===== src/rtl/bsa_pkg.sv =====
package bsa_pkg;
   typedef enum logic [1:0] {
      BSA_HOLD  = 2'd0,
      BSA_LOAD  = 2'd1,
      BSA_SHIFT = 2'd2
   } bsa_op_e;
endpackage


===== src/rtl/bsa_full_adder.sv =====
module bsa_full_adder #(
   parameter int STYLE = 0
) (
   input  logic x,
   input  logic y,
   input  logic ci,
   output logic s,
   output logic co
);
   generate
      if (STYLE == 0) begin : g_gates
         logic p;
         assign p  = x ^ y;
         assign s  = p ^ ci;
         assign co = (x & y) | (p & ci);
      end else if (STYLE == 1) begin : g_arith
         logic [1:0] t;
         assign t  = {1'b0, x} + {1'b0, y} + {1'b0, ci};
         assign s  = t[0];
         assign co = t[1];
      end else begin : g_bad
         $error("bsa_full_adder: STYLE must be 0 or 1");
      end
   endgenerate
endmodule


===== src/rtl/bsa_shreg.sv =====
module bsa_shreg
   import bsa_pkg::*;
#(
   parameter int WIDTH = 8
) (
   input  logic             clk,
   input  logic             rst_n,
   input  bsa_op_e          op,
   input  logic [WIDTH-1:0] par_in,
   input  logic             ser_in,
   output logic [WIDTH-1:0] q
);
   always_ff @(posedge clk or negedge rst_n) begin
      if (!rst_n)                q <= '0;
      else if (op == BSA_LOAD)   q <= par_in;
      else if (op == BSA_SHIFT)  q <= {ser_in, q[WIDTH-1:1]};
   end
endmodule


===== src/rtl/bsa_ctrl.sv =====
module bsa_ctrl
   import bsa_pkg::*;
#(
   parameter int WIDTH = 8
) (
   input  logic    clk,
   input  logic    rst_n,
   input  logic    load,
   input  logic    start,
   output bsa_op_e op,
   output logic    carry_clr,
   output logic    busy,
   output logic    done
);
   localparam int CW = (WIDTH > 2) ? $clog2(WIDTH) : 1;
   localparam logic [CW-1:0] LAST = CW'(WIDTH - 1);

   logic [CW-1:0] cnt;
   logic          accept;
   logic          last_bit;

   assign accept    = start && !busy && !load;
   assign last_bit  = busy && (cnt == LAST);
   assign carry_clr = load || accept;

   always_comb begin
      if (load)      op = BSA_LOAD;
      else if (busy) op = BSA_SHIFT;
      else           op = BSA_HOLD;
   end

   always_ff @(posedge clk or negedge rst_n) begin
      if (!rst_n) begin
         cnt  <= '0;
         busy <= 1'b0;
         done <= 1'b0;
      end else if (load) begin
         cnt  <= '0;
         busy <= 1'b0;
         done <= 1'b0;
      end else if (busy) begin
         cnt  <= last_bit ? '0 : cnt + 1'b1;
         busy <= !last_bit;
         done <= last_bit;
      end else begin
         cnt  <= '0;
         busy <= accept;
         done <= 1'b0;
      end
   end
endmodule


===== src/rtl/bit_serial_adder.sv =====
module bit_serial_adder
   import bsa_pkg::*;
#(
   parameter int WIDTH    = 8,
   parameter int FA_STYLE = 0
) (
   input  logic             clk,
   input  logic             rst_n,
   input  logic             load,
   input  logic [WIDTH-1:0] a_in,
   input  logic [WIDTH-1:0] b_in,
   input  logic             start,
   input  logic             b_recirc,
   input  logic             b_ser_in,
   output logic             busy,
   output logic             done,
   output logic [WIDTH-1:0] sum_out,
   output logic             carry_out
);
   generate
      if (WIDTH < 2) begin : g_chk_width
         $error("bit_serial_adder: WIDTH must be at least 2");
      end
   endgenerate

   bsa_op_e          op;
   logic             carry_clr;
   logic [WIDTH-1:0] a_q;
   logic [WIDTH-1:0] b_q;
   logic             fa_s;
   logic             fa_co;
   logic             b_fill;
   logic             carry_q;

   bsa_ctrl #(.WIDTH(WIDTH)) u_ctrl (
      .clk       (clk),
      .rst_n     (rst_n),
      .load      (load),
      .start     (start),
      .op        (op),
      .carry_clr (carry_clr),
      .busy      (busy),
      .done      (done)
   );

   bsa_full_adder #(.STYLE(FA_STYLE)) u_fa (
      .x  (a_q[0]),
      .y  (b_q[0]),
      .ci (carry_q),
      .s  (fa_s),
      .co (fa_co)
   );

   assign b_fill = b_recirc ? b_q[0] : b_ser_in;

   bsa_shreg #(.WIDTH(WIDTH)) u_reg_a (
      .clk    (clk),
      .rst_n  (rst_n),
      .op     (op),
      .par_in (a_in),
      .ser_in (fa_s),
      .q      (a_q)
   );

   bsa_shreg #(.WIDTH(WIDTH)) u_reg_b (
      .clk    (clk),
      .rst_n  (rst_n),
      .op     (op),
      .par_in (b_in),
      .ser_in (b_fill),
      .q      (b_q)
   );

   always_ff @(posedge clk or negedge rst_n) begin
      if (!rst_n)              carry_q <= 1'b0;
      else if (carry_clr)      carry_q <= 1'b0;
      else if (op == BSA_SHIFT) carry_q <= fa_co;
   end

   assign sum_out   = a_q;
   assign carry_out = carry_q;
endmodule


===== config.mk =====
export PLATFORM = sky130hd
export DESIGN_NAME = bit_serial_adder
export DESIGN_NICKNAME = d
export VERILOG_FILES = /design/src/rtl/bsa_pkg.sv /design/src/rtl/bsa_full_adder.sv /design/src/rtl/bsa_shreg.sv /design/src/rtl/bsa_ctrl.sv /design/src/rtl/bit_serial_adder.sv
export SDC_FILE = /design/constraint.sdc
export NUM_CORES = 1
export LEC_CHECK = 0
export BUFFER_PORTS_ARGS = -buffer_cell sky130_fd_sc_hd__buf_2
export CAP_MARGIN = 5
export CORE_MARGIN = 5
export CORE_UTILIZATION = 53
export CTS_CLUSTER_SIZE = 10
export DETAILED_ROUTE_END_ITERATION = 8
export GPL_TIMING_DRIVEN = 0
export PLACE_DENSITY_LB_ADDON = 0.12
export SETUP_SLACK_MARGIN = 0.5
export SLEW_MARGIN = 5
export SYNTH_ARGS = -nofsm -noshare
export SYNTH_HDL_FRONTEND = slang
export SYNTH_SLANG_ARGS = --single-unit

===== constraint.sdc =====
create_clock -name clk -period 3.55 [get_ports clk]
set_input_delay 0.1775 -clock clk [delete_from_list [all_inputs] [get_ports clk]]
set_output_delay 0.1775 -clock clk [all_outputs]
set_load 0.005 [all_outputs]

==> summary by stage, run 1 <==
Place
The detailed-placement wirelength estimate is 1.57 mm. Input and output buffers added on the ports amount to 31. The total placed instance area is 1230 µm². The final weighted congestion in routability-driven placement is 0.683.

Synth
Of the synthesized area, sequential elements account for 52.9%. The number of instances in the synthesized netlist is 98. In the synthesized netlist the async set-or-reset flop fraction comes to 100%. A synthesized cell averages 10.6 µm².

The synthesized design spends more area on one cell type than any other, namely sky130_fd_sc_hd__dfrtp_1. The top flip-flop cell by instance count after synthesis is sky130_fd_sc_hd__dfrtp_1. The post-synthesis cell type count is 19. The number of enable-type register cells in the synthesized netlist is 0. In this run, synthesis produced a sequential element count of 22. During synthesis, Yosys emitted a total of 0 warnings.

Yosys attributes the largest share of cell area to sky130_fd_sc_hd__dfrtp_1 53%, sky130_fd_sc_hd__mux2i_1 14%, sky130_fd_sc_hd__o21ai_0 6.7%. Summed over its instances, the top area cell type makes up 52.9% of the synthesized netlist area. The net count after synthesis is 123. The mapped netlist covers 1040 µm².

STA
Setup violations remaining at the end of the flow were counted as 0. After routing, the total negative slack on setup checks comes to 0 ns. Setup repair after global routing left no endpoint under its margin. The final max-slew violation count came to 0. Between clock sinks in the finished design, the worst skew comes to 0.00751 ns.

The share of the clock period used by the worst path is 38.8%. Subtracting the final worst setup slack from the clock period gives 1.38 ns. The transition time at the pin with the least slew margin is 0.478 ns. The relative slew slack is 68.1%. Static timing analysis puts the maximum clock frequency at 726 MHz. The minimum hold slack is 0.0647 ns. The final number of hold-violating endpoints was 0.

CTS
The later-pin clock latency in the skew report is 0.31 ns. CTS built an H-tree with a depth of 1. TritonCTS built the clock tree. The number of instances resized during post-cts repair is 0.

The clock root buffer is sky130_fd_sc_hd__clkbuf_4. Counting the buffers created by CTS gives 3. CTS saw 22 sinks. The clock tree buffer depth is 2.

Clock-pin slew was measured on the worst setup and hold paths at 0.12 ns.

Global routing
The initial antenna violation count is 0. The overall routing resource usage is 17.2%. The pin count of the biggest net entering global routing is 23. The first global-routing pass estimated 3.48 mm of wire. The via count of the first global-routing pass was 783.

Global routing finished with a remaining overflow of 0.

Critical path
The family with the most delay on the worst path is adder cells. The capturing element type of the critical path is a register. STA puts the critical path data required time at 3.76 ns. The kind of launch point of the worst setup path is a register.

The combined buffer and inverter count along the critical path is 1. The data arrival time at the worst-slack endpoint is 1.59 ns. For this design, the slowest cell found on the critical path is sky130_fd_sc_hd__fa_1.

The largest fanout on the critical path is 3. The signal on the critical path passes through inv_1 -> fa_1 -> nor2b_1 -> o31a_1. The critical path is of the reg -> reg type. The peak per-stage delay on the critical path is 0.54 ns.

Final layout
The most frequent standard cell in the layout excluding fill and tap cells is sky130_fd_sc_hd__buf_2. The area of the multi-input gates is 429 µm². The repair_antennas step left the layout with diodes totalling 0. The register area is 551 µm².

The finished cells cover 1270 µm². The filler cell count is 168. From synthesis to final layout, the design area changed by 22.6%. The share of cells above drive strength 1 is 28.4%. In the layout the commonest cells are 31 x sky130_fd_sc_hd__buf_2, 22 x sky130_fd_sc_hd__dfrtp_1, 15 x sky130_fd_sc_hd__mux2i_1, 15 x sky130_fd_sc_hd__nand2_1, 14 x sky130_fd_sc_hd__o21ai_0. The number of nets in the finished design is 160.

Route
For this block, the routed nets add up to 2.12 mm of wire. In this run, the number of DRC markers left after iteration 0 of detailed routing was 1. The number of design rule violations left after detail routing is 0. The number of nets with antenna violations after detailed routing is 0.

In the final routed layout, each cell accounts on average for 13.2 µm. Dividing the detail-routed via count by the number of cells gives 4.97. For this block, the via count after detailed routing is 800.

The first detailed-routing pass took 2 iterations.

Floorplan
The die covers 2950 µm². The number of rows in the core area is 16. The initial cell density of the core is 54.1%.

The height of the chip is 54.3 µm. The area of the core region is 1920 µm². In this run the count of I/O pins placed on the die edge is 33. The die is 54.3 µm wide.

Worst hold path
The class of the worst hold path is in -> reg.

Power
For this design the static power due to leakage is 0.629 nW. The worst-case IR drop observed on VDD is 0.000243 V. The total power per unit cell area is 408 nW/µm².

Run
The max-cap check violation count is 0.

Status
The flow ran to the end, and the final reports show no timing, DRC or antenna violations.
synthesized netlist by cell type (2+ instances only):
| cell type | n |
|---|---|
| sky130_fd_sc_hd__dfrtp_1 | 22 |
| sky130_fd_sc_hd__mux2i_1 | 15 |
| sky130_fd_sc_hd__nand2_1 | 15 |
| sky130_fd_sc_hd__o21ai_0 | 14 |
| sky130_fd_sc_hd__inv_1 | 5 |
| sky130_fd_sc_hd__nand2b_1 | 5 |
| sky130_fd_sc_hd__clkbuf_1 | 4 |
| sky130_fd_sc_hd__a21oi_1 | 2 |
| sky130_fd_sc_hd__buf_4 | 2 |
| sky130_fd_sc_hd__ha_1 | 2 |
| sky130_fd_sc_hd__nor2_1 | 2 |
| sky130_fd_sc_hd__nor2b_1 | 2 |
| sky130_fd_sc_hd__or3b_1 | 2 |
sequential cells by signal, summed over array words and instances, names as in the netlist:
name / flops
u_reg_a.q: 8
u_reg_b.q: 8
u_ctrl.cnt: 3
u_ctrl.done: 1
u_ctrl.busy: 1
carry_out: 1
layer usage:
layer,up-vias,part of all wire (%),global-route usage (%)
met5,-,0,0
met4,0,2.7,11.2
met3,5,7.3,3.27
met2,24,46,26.7
met1,373,44,21.9
li1,398,-,-
report_power, final:
group	switching, mW	internal (mW)	total, mW
Sequential	0.0161	0.273	0.289
Combinational	0.0453	0.0479	0.0932
Clock	0.0749	0.0627	0.138
Total	0.136	0.384	0.520
worst paths after layout:
| path | startpoint | endpoint | slack (ns) | depth (start not counted) |
|---|---|---|---|---|
| setup / recovery | carry_out$_DFFE_PN0P_ | u_reg_a.q[7]$_DFFE_PN0P_ | 2.17 | 4 |
| hold / removal | a_in[5] | u_reg_a.q[5]$_DFFE_PN0P_ | 0.06 | 3 |
| setup reg to reg | carry_out$_DFFE_PN0P_ | u_reg_a.q[7]$_DFFE_PN0P_ | 2.17 | 4 |
| hold reg to reg | u_ctrl.cnt[0]$_DFF_PN0_ | u_ctrl.cnt[0]$_DFF_PN0_ | 0.47 | 1 |
| max in group asynchronous | rst_n | u_ctrl.done$_DFF_PN0_ | 2.86 | 2 |
| min in group asynchronous | rst_n | u_reg_a.q[3]$_DFFE_PN0P_ | 0.36 | 2 |
logic make-up (layout without fill, tap and decap cells):
group	count (synthesis)	count (layout)	synth area share, %
AOI/OAI and AO/OA	18	18	9.27
adders and majority gates	3	3	4.33
buffers and inverters	12	48	5.78
DFF	22	22	52.9
muxes	15	15	14.4
and+or+nand+nor	28	28	13.2
through the flow:
stage / worst slack [ns] / power (mW) / util [%] / std cells
6_report: 2.17 / 0.520 / 66.3 / 161
5_1_grt: 2.12 / 0.551 / 66.3 / 161
4_1_cts: 2.17 / 0.525 / 66.3 / 161
3_5_place_dp: 2.17 / 0.388 / 63.9 / 156
3_3_place_gp: 2.18 / 0.384 / 63.9 / 156
2_1_floorplan: 2.20 / 0.346 / - / 98
layout make-up:
class	count	share of cell area [%]
repair buffers	32	13.0
well taps	27	2.65
inverters	5	1.47
plain buffers	7	3.24
multi-input cells	64	33.7
clock buffers	4	2.85
flip-flops and latches	22	43.2
worst reg2reg max path, cell delays in order, from the launching register on:
cell and delay (ns):
sky130_fd_sc_hd__dfrtp_1 0.37, sky130_fd_sc_hd__inv_1 0.06, sky130_fd_sc_hd__fa_1 0.54, sky130_fd_sc_hd__nor2b_1 0.05, sky130_fd_sc_hd__o31a_1 0.27
repair_timing:
action | CTS | global route
buffers inserted | 0 | 0
endpoints found under the hold margin | 22 | 0
hold buffers | 1 | 0
No activity file was read; power rests on OpenSTA's default activity.
==> run 2: changes to the inputs <==
--- a/config.mk
+++ b/config.mk
@@ -8,7 +8,7 @@
 export BUFFER_PORTS_ARGS = -buffer_cell sky130_fd_sc_hd__buf_2
 export CAP_MARGIN = 5
 export CORE_MARGIN = 5
-export CORE_UTILIZATION = 53
+export CORE_UTILIZATION = 44
 export CTS_CLUSTER_SIZE = 10
 export DETAILED_ROUTE_END_ITERATION = 8
 export GPL_TIMING_DRIVEN = 0
==> constraint.sdc (replaced) <==
create_clock -name clk -period 1.2 [get_ports clk]
set_input_delay 0.06 -clock clk [delete_from_list [all_inputs] [get_ports clk]]
set_output_delay 0.06 -clock clk [all_outputs]
set_load 0.005 [all_outputs]
==> run 2 against run 1 <==
The run now ends with negative setup slack left. Worst hold slack worse by 0.050 ns. Largest power group unchanged. First-iteration DRC count grew to 15 times the previous value. Critical path type unchanged. Global-route usage is 2.0 points lower. Total power grew to 3.3 times the previous value. Die area is 17% higher. Core utilization is 6.0 points higher. Clock power grew to 3.0 times the previous value. Sequential power grew to 2.9 times the previous value. Via count is 15% higher.
==> summary by stage, run 2 (synthesis gave the netlist of run 1 again) <==
STA
The final number of hold-violating endpoints is 0. Subtracting the final worst setup slack from the clock period gives 1.32 ns. Setup repair after global routing could not meet its margin everywhere. The final critical path takes up 110% of the cycle.

In the post-route analysis, the smallest setup slack over all paths is -0.123 ns. The maximum clock rate is 756 MHz. The final max-slew violation count came to 0.

In this run the tightest slew margin relative to its limit is 66.1%. The worst-case clock skew is 0.00735 ns. The setup-violating endpoint count in the final report is 1. The transition time at the pin with the least slew margin is 0.508 ns.

CTS
The tree is rooted in a sky130_fd_sc_hd__clkbuf_4. After clock tree synthesis, the clock-pin slew on the worst setup and hold paths is 0.11 ns. In this run the number of H-tree levels came out at 1. The clock tree buffer depth is 2. The total number of clock tree sinks is 22. The clock reaches the later pin of the worst-skew pair after 0.31 ns. The number of clock buffers inserted by TritonCTS is 3. The TritonCTS clock tree is done.

Power
The completed layout was analyzed and its total power is 1.70 mW. Summed over all cells, the static leakage comes to 0.773 nW. Across the VDD grid, the largest voltage drop is 0.000769 V. Dividing total power by cell area gives a power density of 1050 nW/µm².

Final layout
The post-route netlist has 37.0% of its cells at a drive strength greater than 1. 0 antenna diodes ended up in the layout. The most frequent standard cell in the layout excluding fill and tap cells is sky130_fd_sc_hd__buf_2.

In the layout the commonest cells are 31 x sky130_fd_sc_hd__buf_2, 22 x sky130_fd_sc_hd__dfrtp_1, 17 x sky130_fd_sc_hd__dlygate4sd3_1. At the end of the flow, the number of nets in the layout was 188. For this run, the share of the core covered by cells in the final layout is 72.4%. Relative to the synthesized area, the layout overhead comes to 55.5%.

The largest registers in the layout are u_reg_a.q x8, u_reg_b.q x8, u_ctrl.cnt x3.

Route
Once detail routing completed, the nets flagged for antenna violations numbered 0. The via count of the routed design is 917. The total wirelength of the detailed-routed design is 2.46 mm. The first-iteration detailed-routing DRC count is 15. The via-per-instance ratio is 4.83.

The total iterations of the first detailed-routing run is 4. In the final routed layout, each cell accounts on average for 13.0 µm. In the routed design, unresolved DRC markers number 0.

Critical path
The capturing element type of the critical path is a register. The worst setup path category is reg -> reg. The signal on the critical path passes through inv_2 -> fa_1 -> nor2b_1 -> o31a_1. The kind of launch point of the worst setup path is a register. The highest-delay cell along the critical path is sky130_fd_sc_hd__fa_1.

The largest fanout on the critical path is 2. In this run the register-to-register setup slack is -0.12 ns. The data required time at the worst endpoint is 1.40 ns. In this design, the stage delay of the slowest critical-path cell is 0.53 ns. At the worst endpoint, the arrival time is 1.53 ns. Measured in cells, the most critical reg-to-reg path has a length of 4.

Run
The max-cap check violation count is 0.

Global routing
The final global-route overflow total is 0. The via count of the first global-routing pass is 867. The initial antenna violation count is 0. The overall routing resource usage is 15.3%.

Entering global routing, the biggest net connects 23 pins. The global-route wire length before repair is 3.95 mm.

Floorplan
The number of primary I/O pins is 33. The die covers 3440 µm². The die is 58.6 µm tall.

The floorplan step set the die width to 58.6 µm. In this run the core area contains 17 standard-cell rows. The initial utilization of the core area, before any placement, comes to 46.6%. The area of the core region is 2230 µm².

Place
The count of buffers added on input and output ports is 31. The final weighted congestion in routability-driven placement is 0.707. Detailed placement finished with a half-perimeter wire length of 1.57 mm.

Status
The flow ran to the end, but the final reports show violations. The final reports fail on negative setup slack.

Worst hold path
The path class of the tightest hold or removal check is in -> reg. The number of cells traversed by the worst hold path is 3.
-- run 2: cell count changes in the layout (fill, tap and decap cells not counted), moves of 3 or more --
cell,before,now
sky130_fd_sc_hd__buf_4,2,11
sky130_fd_sc_hd__dlygate4sd3_1,1,17
sky130_fd_sc_hd__inv_1,5,2
sky130_fd_sc_hd__inv_2,0,3
sky130_fd_sc_hd__o21ai_0,14,0
sky130_fd_sc_hd__o21ai_1,0,14
-- run 2: what timing repair did --
action	4_1_cts	5_1_grt
hold buffers	17	0
endpoints found under the hold margin	38	0
resized for setup	10	0
endpoints found under the setup margin	33	33
buffers inserted	11	0
pin swaps	3	3
gates cloned	1	0
-- run 2: critical path, delay by kind of cell (launching register included) --
| family | cells | cell delay (ns) |
|---|---|---|
| AO/OA/AOI/OAI | 1 | 0.23 |
| adder cells (fa/ha/maj) | 1 | 0.53 |
| buffers and inverters | 1 | 0.04 |
| flip-flops | 1 | 0.38 |
| AND/OR/NAND/NOR | 1 | 0.04 |
-- run 2: power breakdown --
group          internal, mW  total, mW  leakage (nW)  switching, mW
combinational         0.255      0.436         0.476          0.181
clock                 0.185      0.409        0.0210          0.224
sequential            0.808      0.850         0.276         0.0423
total                  1.25       1.70         0.773          0.447
-- run 2: stage by stage --
step / std cells / worst slack, ns / instance area [µm²] / hold WS, ns / setup TNS (ns)
3_5_place_dp: 157 / -0.145 / 1270 / 0.0523 / -0.145
3_3_place_gp: 157 / -0.126 / 1270 / 0.0489 / -0.126
5_1_grt: 190 / -0.164 / 1620 / 0.0134 / -0.182
6_report: 190 / -0.123 / 1620 / 0.0150 / -0.123
2_1_floorplan: 98 / -0.0952 / 1080 / -0.236 / -0.0952
4_1_cts: 190 / -0.125 / 1620 / 0.00660 / -0.125
-- run 2: path summary, 6_finish.rpt --
path                                          start                        to
setup / recovery           u_reg_a.q[0]$_DFFE_PN0P_  u_reg_a.q[7]$_DFFE_PN0P_
hold / removal                                start     carry_out$_DFFE_PN0P_
setup reg to reg           u_reg_a.q[0]$_DFFE_PN0P_  u_reg_a.q[7]$_DFFE_PN0P_
hold reg to reg            u_reg_b.q[2]$_DFFE_PN0P_  u_reg_b.q[1]$_DFFE_PN0P_
max in group asynchronous                     rst_n  u_reg_a.q[1]$_DFFE_PN0P_
min in group asynchronous                     rst_n  u_reg_a.q[3]$_DFFE_PN0P_
-- run 2: routing by layer --
metal | up-vias | share of wire, % | wire length (µm) | GRT usage [%]
li1 | 455 | - | - | -
met1 | 429 | 47 | 1160 | 21.6
met2 | 29 | 44 | 1080 | 23.6
met3 | 4 | 7.3 | 180 | 2.19
met4 | 0 | 1.6 | 39 | 5.83
met5 | - | 0 | 0 | 0
-- run 2: cell type report --
type / instances / area [µm²]
buffer: 7 / 53.8
clock buffer: 4 / 36.3
fill: 171 / 617
inverter: 5 / 18.8
multi-input combinational: 64 / 483
sequential: 22 / 551
tap: 28 / 35.0
timing repair buffer: 60 / 439
